File: config.mk
export PLATFORM = sky130hd
export DESIGN_NAME = agc_level_ctrl
export DESIGN_NICKNAME = d
export VERILOG_FILES = /design/src/rtl/agc_pkg.sv /design/src/rtl/agc_gate_unit.sv /design/src/rtl/agc_step_pacer.sv /design/src/rtl/agc_level_ctrl.sv
export SDC_FILE = /design/constraint.sdc
export NUM_CORES = 1
export LEC_CHECK = 0
export BUFFER_PORTS_ARGS = -buffer_cell sky130_fd_sc_hd__buf_2
export CORE_MARGIN = 5
export CORE_UTILIZATION = 50
export DETAILED_ROUTE_END_ITERATION = 8
export GPL_TIMING_DRIVEN = 0
export PLACE_DENSITY = 0.83
export SYNTH_ARGS = -nofsm -noshare
export SYNTH_HDL_FRONTEND = slang
export SYNTH_SLANG_ARGS = --single-unit
File: constraint.sdc
create_clock -name clk -period 6.9 [get_ports clk]
set_input_delay 1.035 -clock clk [delete_from_list [all_inputs] [get_ports clk]]
set_output_delay 1.035 -clock clk [all_outputs]
set_load 0.02 [all_outputs]
File: src/rtl/agc_pkg.sv
`timescale 1ns/1ps
package agc_pkg;

   // Gain movement requested for the current strobe
   typedef enum logic [2:0] {
      MV_NONE,
      MV_ATK,
      MV_DECAY,
      MV_FADE,
      MV_SNAP,
      MV_UP,
      MV_DN
   } mv_e;

   localparam int TGT_TOP_HDB   = 57;   // -28.5 dB in half-dB attenuation
   localparam int THR_TOP_HDB   = 153;  // -76.5 dB in half-dB attenuation
   localparam int CODE_STEP_HDB = 3;    // 1.5 dB per code

   function automatic logic [9:0] tgt_hdb(input logic [3:0] code);
      return 10'(TGT_TOP_HDB) - 10'(code) * 10'(CODE_STEP_HDB);
   endfunction

   function automatic logic [9:0] thr_hdb(input logic [4:0] code);
      return 10'(THR_TOP_HDB) - 10'(code) * 10'(CODE_STEP_HDB);
   endfunction

   function automatic int ms_to_strobes(input int hz, input int ms);
      int v;
      v = (hz / 10) * ms / 100;
      return (v < 1) ? 1 : v;
   endfunction

   function automatic int max_of(input int a, input int b);
      return (a > b) ? a : b;
   endfunction

endpackage

File: src/rtl/agc_gate_unit.sv
`timescale 1ns/1ps
module agc_gate_unit #(
   parameter int HOLD_N   = 12000,
   parameter int HYST_HDB = 12
) (
   input  logic       clk,
   input  logic       rst_n,
   input  logic       stb,
   input  logic       enable,
   input  logic [9:0] lvl,
   input  logic [9:0] thr,
   output logic       gate_on
);
   localparam int CW = (HOLD_N < 2) ? 1 : $clog2(HOLD_N);

   logic [CW-1:0] run_q;
   logic          quiet;
   logic          loud;
   logic          run_done;

   assign quiet    = lvl > thr;
   assign loud     = (11'(lvl) + 11'(HYST_HDB)) < 11'(thr);
   assign run_done = (32'(run_q) == 32'(HOLD_N - 1));

   always_ff @(posedge clk) begin
      if (!rst_n) begin
         run_q   <= '0;
         gate_on <= 1'b0;
      end else if (stb) begin
         if (!enable) begin
            run_q   <= '0;
            gate_on <= 1'b0;
         end else if (gate_on) begin
            run_q <= '0;
            if (loud) gate_on <= 1'b0;
         end else if (quiet) begin
            if (run_done) begin
               gate_on <= 1'b1;
               run_q   <= '0;
            end else begin
               run_q <= run_q + 1'b1;
            end
         end else begin
            run_q <= '0;
         end
      end
   end
endmodule

File: src/rtl/agc_step_pacer.sv
`timescale 1ns/1ps
module agc_step_pacer
   import agc_pkg::*;
#(
   parameter int CNT_W = 24
) (
   input  logic             clk,
   input  logic             rst_n,
   input  logic             stb,
   input  mv_e              mv,
   input  logic [CNT_W-1:0] interval,
   output logic             step
);
   mv_e              prev_q;
   logic [CNT_W-1:0] cnt_q;
   logic [CNT_W-1:0] cnt_nxt;

   assign cnt_nxt = (mv == prev_q) ? cnt_q + 1'b1 : CNT_W'(1);
   assign step    = stb && (mv != MV_NONE) && (cnt_nxt >= interval);

   always_ff @(posedge clk) begin
      if (!rst_n) begin
         prev_q <= MV_NONE;
         cnt_q  <= '0;
      end else if (stb) begin
         prev_q <= mv;
         cnt_q  <= (mv == MV_NONE || step) ? '0 : cnt_nxt;
      end
   end
endmodule

File: src/rtl/agc_level_ctrl.sv
`timescale 1ns/1ps
module agc_level_ctrl
   import agc_pkg::*;
#(
   parameter int GAIN_W       = 6,
   parameter int LVL_W        = 8,
   parameter int SAMPLE_HZ    = 48000,
   parameter int GATE_MS      = 250,
   parameter int FADE_MS      = 100,
   parameter int ATK_BASE_MS  = 6,
   parameter int DECAY_MS     = 24,
   parameter int SLEW_BASE_MS = 4,
   parameter int HYST_HDB     = 12,
   parameter int DEAD_HDB     = 3,
   parameter int GAIN_RESET   = 16
) (
   input  logic              clk,
   input  logic              rst_n,
   input  logic              smp_stb,
   input  logic              loop_en,
   input  logic [LVL_W-1:0]  lvl_att,
   input  logic [3:0]        tgt_code,
   input  logic [3:0]        atk_code,
   input  logic [4:0]        thr_code,
   input  logic [1:0]        gate_mode,
   input  logic [1:0]        slew_code,
   input  logic [GAIN_W-1:0] man_gain,
   output logic [GAIN_W-1:0] gain,
   output logic              gate_on
);
   localparam int GAIN_MAX   = (1 << GAIN_W) - 1;
   localparam int HOLD_N     = ms_to_strobes(SAMPLE_HZ, GATE_MS);
   localparam int FADE_TOTAL = ms_to_strobes(SAMPLE_HZ, FADE_MS);
   localparam int FADE_STEP  = max_of(1, FADE_TOTAL / GAIN_MAX);
   localparam int ATK_UNIT   = ms_to_strobes(SAMPLE_HZ, ATK_BASE_MS);
   localparam int DECAY_N    = ms_to_strobes(SAMPLE_HZ, DECAY_MS);
   localparam int SLEW_UNIT  = ms_to_strobes(SAMPLE_HZ, SLEW_BASE_MS);
   localparam int MAX_IV     = max_of(max_of(ATK_UNIT * 32768, SLEW_UNIT * 8),
                                      max_of(DECAY_N, FADE_STEP));
   localparam int CNT_W      = $clog2(MAX_IV + 1);

   // elaboration-time parameter checks
   generate
      if (GAIN_W < 2 || GAIN_W > 8) begin : g_bad_gain_w
         $error("GAIN_W must lie in 2..8");
      end
      if (LVL_W < 8 || LVL_W > 10) begin : g_bad_lvl_w
         $error("LVL_W must lie in 8..10");
      end
      if (GAIN_RESET < 0 || GAIN_RESET > GAIN_MAX) begin : g_bad_reset
         $error("GAIN_RESET outside the gain code range");
      end
      if (HYST_HDB < 1 || DEAD_HDB < 0) begin : g_bad_band
         $error("HYST_HDB must be positive and DEAD_HDB non-negative");
      end
   endgenerate

   logic [9:0]       lvl_x;
   logic [9:0]       tgt_x;
   logic [9:0]       thr_x;
   logic             at_min;
   logic             at_max;
   logic             gate_en;
   logic             step;
   mv_e              mv;
   logic [CNT_W-1:0] interval;

   assign lvl_x   = 10'(lvl_att);
   assign tgt_x   = tgt_hdb(tgt_code);
   assign thr_x   = thr_hdb(thr_code);
   assign at_min  = (gain == '0);
   assign at_max  = (gain == GAIN_W'(GAIN_MAX));
   assign gate_en = loop_en && (gate_mode != 2'b00);

   // movement decision
   always_comb begin
      mv = MV_NONE;
      if (!loop_en) begin
         if (man_gain > gain)      mv = MV_UP;
         else if (man_gain < gain) mv = MV_DN;
      end else if (gate_on) begin
         if (!at_min) begin
            case (gate_mode)
               2'b10:   mv = MV_FADE;
               2'b01:   mv = MV_SNAP;
               default: mv = MV_NONE;
            endcase
         end
      end else if (lvl_x < tgt_x) begin
         if (!at_min) mv = MV_ATK;
      end else if (11'(lvl_x) > 11'(tgt_x) + 11'(DEAD_HDB)) begin
         if (!at_max) mv = MV_DECAY;
      end
   end

   // strobes per step for the chosen movement
   always_comb begin
      case (mv)
         MV_ATK:        interval = CNT_W'(ATK_UNIT) << atk_code;
         MV_DECAY:      interval = CNT_W'(DECAY_N);
         MV_FADE:       interval = CNT_W'(FADE_STEP);
         MV_UP, MV_DN:  interval = CNT_W'(SLEW_UNIT) << slew_code;
         default:       interval = CNT_W'(1);
      endcase
   end

   agc_step_pacer #(.CNT_W(CNT_W)) u_pacer (
      .clk      (clk),
      .rst_n    (rst_n),
      .stb      (smp_stb),
      .mv       (mv),
      .interval (interval),
      .step     (step)
   );

   agc_gate_unit #(.HOLD_N(HOLD_N), .HYST_HDB(HYST_HDB)) u_gate (
      .clk     (clk),
      .rst_n   (rst_n),
      .stb     (smp_stb),
      .enable  (gate_en),
      .lvl     (lvl_x),
      .thr     (thr_x),
      .gate_on (gate_on)
   );

   always_ff @(posedge clk) begin
      if (!rst_n) begin
         gain <= GAIN_W'(GAIN_RESET);
      end else if (step) begin
         case (mv)
            MV_DECAY, MV_UP:           gain <= gain + 1'b1;
            MV_ATK, MV_FADE, MV_SNAP,
            MV_DN:                     gain <= gain - 1'b1;
            default:                   gain <= gain;
         endcase
      end
   end
endmodule

======== After elaboration in Yosys (flattened, before gate mapping) ========
Cells that the tools add are included.
operators by class
  add/subtract/negate cells ............... 8
  $mul .................................... 2
  divide/modulo/power cells ............... 0
  $lt $le $gt $ge ......................... 7
  equal/unequal tests ..................... 11
  shift-type cells ........................ 2
  multiplexer cells ....................... 23
  bitwise gates (word level) .............. 0
  reduce and logical (&&, ||, !) cells .... 13
operator list
  cell                     number
  $pmux W24 S4             1
  $mux W14                 4
  $mux W24                 2
  $add A24 B1 Y24 const B  1
  $ge A24 B24 Y1           1
  $shl A8 B2 Y24 const A   1
  $shl A9 B4 Y24 const A   1
  $mux W3                  6
  $add A14 B1 Y14 const B  1
  $eq A14 B14 Y1 const B   1
  $pmux W6 S2              1
  $add A10 B2 Y11 const B  1
  $gt A8 B11 Y1            1
  $lt A11 B10 Y1           1
  $gt A8 B10 Y1            1
  $lt A8 B10 Y1            1
  $add A8 B4 Y9 const B    1
  $eq A3 B3 Y1 const B     3
  $sub A8 B7 Y9 const A    1
  $mul A5 B2 Y7 const B    1
  $sub A6 B6 Y7 const A    1
  $add A6 B1 Y6 const B    1
  $eq A3 B2 Y1 const B     2
  $eq A6 B6 Y1 const B     1
  other kinds (20)         30
word-level totals
  bits in registers ....................... 48
  bits in latches ......................... 0
  bits in writable memories ............... 0
  bits in read-only memories .............. 0
  input bits .............................. 35
  output and inout port bits .............. 7
  logic and storage cells ................. 71
  memories kept ........................... 0

======== Depth between registers and ports, before layout ========
Gate-level depths: netlist of run 1.
  depth after elaboration ................. 15
  mapped depth ............................ 28
  gate-level depth less buffers ........... 26

======== By module ========
From an unflattened synthesis of run 1, not the netlist that was laid out.
unflattened totals
  cells, all modules ...................... 677
  area total of the unflattened synthesis .. 5445.2 sq um
by module, submodules not included
  module          times used  cells each  area an instance (sq um)  sequential area each (sq um)
  agc_step_pacer  1           261         2119.5                    540.5
  agc_level_ctrl  1           246         1935.6                    120.1
  agc_gate_unit   1           170         1390.1                    300.3

======== Worst setup path before layout of run 1 ========
No wires, ideal clock.
  kind .................................... input to register
  start point ............................. input port tgt_code[1]
  end point ............................... register u_pacer.cnt_q[7]
  setup time .............................. 0.076 ns
  arrival ................................. 6.612 ns
  required time ........................... 6.824 ns
  setup slack ............................. 0.212 ns
  stages on the path ...................... 28
  buffers on the path ..................... 2
  cell sequence ........................... inv_1 -> ha_1 -> ha_1 -> a21o_1 -> a21oi_1 -> xnor2_1 -> inv_1 -> or3_1 -> xnor2_1 -> ha_1 -> o21ai_0 -> nor2_1 -> a2111o_1 -> o211a_1 -> o21a_1 -> o21ai_4 -> buf_6 -> buf_2 -> nor2_1 -> ha_1 -> a21o_1 -> a211oi_1 -> o21ai_0 -> a221o_1 -> a2111oi_4 -> o2111a_1 -> a21oi_1 -> o22ai_1
between the ends
  word-level cells in the longest chain between the ends .. 15
  elaborated cells between the ends (all ways) .. 25
  classes of those cells .................. add/sub: 2; mul: 1; order compare: 3; eq/ne: 6; mux: 7; reduce/logical: 6
ends and longest elaborated chain
  element               line                  RTL
  from (decl)           agc_level_ctrl.sv:22  input logic [3:0] tgt_code,
  $mul A4 B2 Y6 (*)     agc_pkg.sv:20         return 10'(TGT_TOP_HDB) - 10'(code) * 10'(CODE_STEP_HDB);
  $sub A6 B6 Y7 (*)     agc_pkg.sv:20
  $add A10 B2 Y11       agc_level_ctrl.sv:91  end else if (11'(lvl_x) > 11'(tgt_x) + 11'(DEAD_HDB)) begin
  $gt A8 B11 Y1         agc_level_ctrl.sv:91
  $mux W2               agc_level_ctrl.sv:91
  $mux W3 (*)           agc_level_ctrl.sv:89  end else if (lvl_x < tgt_x) begin
  $mux W3 (*)           agc_level_ctrl.sv:81  end else if (gate_on) begin
  $mux W3 (*)           agc_level_ctrl.sv:78  if (!loop_en) begin
  $eq A3 B3 Y1          agc_level_ctrl.sv:98  case (mv)
  $reduce_or A2 Y1      agc_level_ctrl.sv:98
  $pmux W24 S4          agc_level_ctrl.sv:98
  $ge A24 B24 Y1        agc_step_pacer.sv:19  assign step = stb && (mv != MV_NONE) && (cnt_nxt >= interval);
  $logic_and A1 B1 Y1   agc_step_pacer.sv:19
  $logic_or A1 B1 Y1    agc_step_pacer.sv:27  cnt_q <= (mv == MV_NONE || step) ? '0 : cnt_nxt;
  $mux W24 (*)          agc_step_pacer.sv:27
  to (signal assigned)  agc_step_pacer.sv:27
  to (decl)             agc_step_pacer.sv:15  logic [CNT_W-1:0] cnt_q;
Mark *: on every way between the ends. The rest lies on a longest branch, timed or not.
A chain may end at the register's enable or synchronous reset.

======== Final worst setup path of run 1 ========
  start point ............................. input port tgt_code[2]
  end point ............................... register u_pacer.cnt_q[7]
The elaborated chain is that of the path after synthesis.

==> flow_summary.toml, run 1 <==
[outcome]
outcome = "complete, no violations"

[cts]
cts_buffers = 5
cts_sinks = 48
worstSkewPairLatency_ns = 0.32
cts_tree = "built"
cts_root_buf = "clkbuf_8"
clk_pin_slew_ns = 0.08
clk_path_buf_depth = 2
cts_max_level = 2

[die]
die-area_sq_um = 12400
ioPinCount = 42
die_w_um = 111
rows = 37
core-area_sq_um = 10200
initial_core_util = 0.505
die_h_um = 111

[global_routing]
antenna_found_initial = 0
grt_max_degree = 15
track_usage = 0.203
grt-ovfl-total = 0
grt_pass1_vias = 4915
grt_pass1_wl_mm = 21.9

[synth]
synth_compound_area_frac = 0.213
synthAdderAreaFrac = 0.222
synth_xor_area_frac = 0.0732
synth-edff-count = 0
syn_nets = 775
ys_ff_latch = 48
synth_top_family_by_area = "simple AND/OR/NAND/NOR gates"
synth_most_common_cell = "ha_1"
yosysSeqAreaShare = 0.187
synth_area_sq_um = 5140
synth_area_leader_cell = "ha_1"
yosys_warnings = 0
synth_top_area_share = 0.207
muxShareOfSynthArea = 0.0102
async_flop_share = 0
synthTopCellsByCount = "ha_1 (85), nand2_1 (61), nor2_1 (54), inv_1 (50), dfxtp_1 (48)"
syn_inst = 651
synth.area.top_cells = "ha_1 (21%), dfxtp_1 (19%), nand2_1 (4.5%)"
ys_types = 73
avgSynthCellArea_sq_um = 7.90
dominantRegCellSynth = "dfxtp_1"
yosys.area_share.simple = 0.242

[worst_setup_path]
crit_fanout = 10
cp.required_ns = 7.13
startpoint = "tgt_code[2]"
worstReg2RegEnd = "u_pacer.cnt_q[7]"
slowest_stage = "a2111o_1"
critPathKind = "in2reg"
startpoint_type = "primary input"
ff2ff_setup_slack_ns = 2.08
reg2regPathDepth = 19
regToRegStartpoint = "gain[5]"
crit_end = "u_pacer.cnt_q[7]"
endpoint_kind = "flip-flop"
cp_slowest_stage_delay_ns = 0.42
cp.arrival_ns = 6.87

[placed_design]
io_buffers = 40
placed_cell_area_sq_um = 5510
gp_congestion = 0.924
place.detailed.hpwl_mm = 10.3

[drt]
routed_wirelength_mm = 12.9
vias = 4951
post_drt_wl_per_cell_um = 15.4
drt_iter0_markers = 306
postRouteAntennaNets = 0
vias_per_cell = 5.89
drcViolationCount = 0
dr.pass1.iters = 5

[timing]
tns_ns = 0
fmax_mhz = 150
fin_crit_sh = 0.963
hold_viol_final = 0
setup_viol = 0
fin_worst_skew_ns = 0.0228
min_period_ns = 6.65
tightest_slew_ns = 0.756
drv_slew = 0
slew_headroom = 0.494

[final_layout]
insertedDiodeCount = 0
area_growth_pct = 11.3
nNetsFinal = 828
stdcell_area_sq_um = 5720
final_layout_size_suffix_gt1_frac = 0.128

[power_and_ir_drop]
peakVddDrop_v = 0.0000871
power_density_nw_per_um2 = 137
leakage_uw = 0.00247
p_total_uw = 784

[flow_run]
cap_viol_max_count = 0

[min_path]
hold_path.class = "reg2reg"
worst min path at each step:
stage	start	slack [ns]	cells past startpoint	endpoint
4_1_cts	u_pacer.cnt_q[9]	0.48	2	u_pacer.cnt_q[9]
5_1_grt	u_pacer.cnt_q[9]	0.50	2	u_pacer.cnt_q[9]
2_1_floorplan	u_pacer.cnt_q[16]	0.44	2	u_pacer.cnt_q[16]
3_5_place_dp	u_pacer.cnt_q[9]	0.47	2	u_pacer.cnt_q[9]
6_report	u_pacer.cnt_q[23]	0.48	2	u_pacer.cnt_q[23]
3_3_place_gp	u_pacer.cnt_q[23]	0.45	2	u_pacer.cnt_q[23]
state kept, by name, indices dropped and copies added, names as in the netlist:
signal and cells:
u_pacer.cnt_q 24, u_gate.gate_on 1, u_gate.run_q 14, gain 6
u_pacer.prev_q 3
per-layer routing:
layer  GRT usage  up-vias  wire length, um
met4      0.0543        0              254
met3      0.0217       23              504
li1            -     2440                -
met5           0        -                0
met2       0.377      142             6640
met1       0.249     2346             5510
power breakdown:
part / switching, uW / internal [uW] / total, uW
logic: 189 / 139 / 328
clock network: 97.4 / 68.9 / 166
registers: 7.94 / 282 / 290
total: 294 / 490 / 784
stage by stage:
stage / cells / util / setup slack, ns / hold slack (ns)
2_1_floorplan: 651 / - / 0.212 / 0.444
3_3_place_gp: 827 / 0.541 / -0.505 / 0.454
3_5_place_dp: 827 / 0.541 / -0.652 / 0.469
4_1_cts: 835 / 0.552 / 0.00756 / 0.480
5_1_grt: 840 / 0.562 / -0.0330 / 0.505
6_report: 840 / 0.562 / 0.254 / 0.484
critical path: cells and delay by family:
kind / cells / cell delay (ns)
AO/OA/AOI/OAI: 13 / 2.90
buffers and inverters: 5 / 0.62
AND/OR/NAND/NOR: 5 / 0.99
XOR/XNOR: 2 / 0.29
adder cells (fa/ha/maj): 4 / 1.04
final cells by class:
type,count,area (sq um)
plain buffers,16,91.3
clock buffers,5,68.8
clock inverters,2,12.5
fillers,942,4460
inverters,51,191
multi-input cells,536,3980
flip-flops and latches,48,961
well taps,136,170
repair buffers,46,245
cells by family after synthesis:
| group | count (synthesis) |
|---|---|
| flops | 48 |
| simple gates | 240 |
| mux | 5 |
| xor+xnor | 43 |
| compound gates | 159 |
| fa+ha+maj | 89 |
| buf+inv | 67 |
timing repair:
item / 4_1_cts / 5_1_grt
hold buffers: 0 / 0
resized for setup: 5 / 14
setup buffers: 1 / 5
pin swaps: 3 / 5
setup endpoints to repair: 29 / 30
placed cells by master, fill, tap and decap left out, types with 4 or more instances in the layout:
master | Yosys | layout
and4_1 | 6 | 6
dfxtp_1 | 48 | 48
and3_1 | 12 | 12
nor2b_1 | 9 | 9
o21ai_1 | 13 | 14
a21oi_1 | 29 | 28
nor3_1 | 9 | 9
nor3b_1 | 4 | 4
clkbuf_8 | 0 | 5
nor4_1 | 4 | 4
o31ai_1 | 7 | 7
or3_1 | 11 | 11
a21o_1 | 13 | 13
buf_4 | 2 | 8
nand3_1 | 30 | 30
a31oi_1 | 5 | 5
xnor2_1 | 22 | 21
fa_1 | 4 | 4
and2_1 | 6 | 6
o21ai_0 | 35 | 33
nand2b_1 | 8 | 8
nand4_1 | 10 | 10
o21bai_1 | 4 | 4
a22o_1 | 4 | 4
clkbuf_1 | 10 | 10
buf_2 | 3 | 41
o211ai_1 | 5 | 5
nand2_1 | 61 | 60
inv_1 | 50 | 50
nor2_1 | 54 | 54
xor2_1 | 21 | 21
a211oi_1 | 7 | 5
ha_1 | 85 | 82
No activity file was read; power rests on OpenSTA's default activity.
==> inputs of run 2 (changes only) <==
==> constraint.sdc (replaced) <==
create_clock -name clk -period 5.4 [get_ports clk]
set_input_delay 0.81 -clock clk [delete_from_list [all_inputs] [get_ports clk]]
set_output_delay 0.81 -clock clk [all_outputs]
set_load 0.02 [all_outputs]
==> run 2 against run 1 <==
- the flow now finishes with violations (setup timing)
- non-clock buffer count rose by 32
- die area unchanged
- first-iteration DRC count rose by 74%
- cell count increased by 3.9%
- critical path type unchanged
- critical endpoint is now u_pacer.cnt_q[9]
- largest cell class unchanged
==> flow_summary.toml, run 2 (synthesis results as in run 1) <==
[timing]
fmax_mhz = 159
drv_slew = 0
setup_viol = 30
rsz0062_at_grt = "yes"
min_period_ns = 6.27
slew_headroom = 0.504
hold_viol_final = 0
fin_ws_ns = -0.874
fin_crit_sh = 1.16
fin_worst_skew_ns = 0.00985
tightest_slew_ns = 0.741

[worst_setup_path]
startpoint_type = "primary input"
endpoint_kind = "flip-flop"
regToRegStartpoint = "gain[5]"
cp_slowest_stage_delay_ns = 0.41
crit_fanout = 8
startpoint = "tgt_code[2]"
slowest_stage = "o31ai_1"
cp.required_ns = 5.61
cp.arrival_ns = 6.48
critPathKind = "in2reg"

[cts]
hold_buffers = 0
cts_sinks = 48
clk_pin_slew_ns = 0.10
cts_max_level = 2
clk_path_buf_depth = 2
cts_buffers = 5
cts_tree = "built"
cts_root_buf = "clkbuf_8"
worstSkewPairLatency_ns = 0.32

[final_layout]
regMostFlops = "u_pacer.cnt_q"
final_common_cell = "ha_1"
nNetsFinal = 860
final_layout_size_suffix_gt1_frac = 0.247
fillers = 795
insertedDiodeCount = 0
fin_util = 0.643
area_growth_pct = 27.3
stdcell_area_sq_um = 6550
largest_register_ffs = 24
final_cell_mix = "ha_1 (71), nand2_1 (59), dfxtp_1 (48)"
reg.largest.list = "u_pacer.cnt_q: 24 flops, u_gate.run_q: 14 flops, gain: 6 flops"

[global_routing]
grt_pass1_vias = 5211
grt_max_degree = 17
grt-ovfl-total = 0
track_usage = 0.222
antenna_found_initial = 0
grt_pass1_wl_mm = 23.6

[power_and_ir_drop]
leakage_uw = 0.00276
peakVddDrop_v = 0.000153
power_density_nw_per_um2 = 188
p_total_uw = 1230

[placed_design]
io_buffers = 40
place.detailed.hpwl_mm = 10.5
gp_congestion = 0.902
placed_cell_area_sq_um = 5650

[die]
rows = 37
die_w_um = 111
die-area_sq_um = 12400
ioPinCount = 42
die_h_um = 111
initial_core_util = 0.505
core-area_sq_um = 10200

[drt]
post_drt_wl_per_cell_um = 18.5
vias = 5507
drcViolationCount = 0
drt_iter0_markers = 533
postRouteAntennaNets = 0
routed_wirelength_mm = 16.1
vias_per_cell = 6.31
dr.pass1.iters = 5

[flow_run]
cap_viol_max_count = 0

[outcome]
violations = "setup timing"
outcome = "complete, but fails checks"

[min_path]
hold_path.class = "reg2reg"
worstHoldStart = "u_pacer.cnt_q[16]"
run 2: report_power, final:
group          internal [uW]  leakage [uW]  switching (uW)
clock                    187     0.0000687             141
sequential               361      0.000388            11.4
combinational            237       0.00230             291
total                    785       0.00276             443
run 2: per-layer routing:
metal,up-vias,global-route usage,part of all wire
met5,-,0,0
met4,0,0.105,0.060
met3,90,0.0250,0.075
met2,324,0.407,0.50
met1,2575,0.257,0.37
li1,2518,-,-
run 2: timing repair:
action,in CTS,in global routing
pin swaps,40,46
resized for setup,37,54
setup buffers,20,15
gates cloned,3,0
setup endpoints to repair,30,30
run 2: area by class of cell:
| type | count | area, sq um | area share |
|---|---|---|---|
| buffer | 16 | 106 | 0.0162 |
| tap | 136 | 170 | 0.0260 |
| sequential | 48 | 961 | 0.147 |
| timing repair buffer | 78 | 552 | 0.0843 |
| multi-input combinational | 536 | 4410 | 0.674 |
| clock inverter | 3 | 68.8 | 0.0105 |
| clock buffer | 5 | 68.8 | 0.0105 |
| inverter | 51 | 206 | 0.0315 |
run 2: critical path, delay by kind of cell:
family / cells / cell delay (ns)
compound gates: 10 / 2.13
buf+inv: 9 / 1.21
fa+ha+maj: 4 / 1.12
xor+xnor: 2 / 0.28
simple gates: 6 / 0.91
run 2: per-stage QoR:
stage,setup TNS (ns),hold WS [ns],cells,setup WS (ns)
floorplan,-10.27,0.444,651,-0.484
global placement,-31.87,0.458,827,-1.23
detailed placement,-35.71,0.467,827,-1.37
CTS,-15.91,0.483,858,-0.640
global route,-25.23,0.529,873,-0.920
finish,-23.32,0.488,873,-0.874
run 2: worst paths after layout:
path                  endpoint  slack [ns]  depth (start not counted)
max           u_pacer.cnt_q[9]       -0.87                         31
min          u_pacer.cnt_q[16]        0.49                          2
max reg2reg   u_pacer.cnt_q[9]        0.54                         22
min reg2reg  u_pacer.cnt_q[16]        0.49                          2
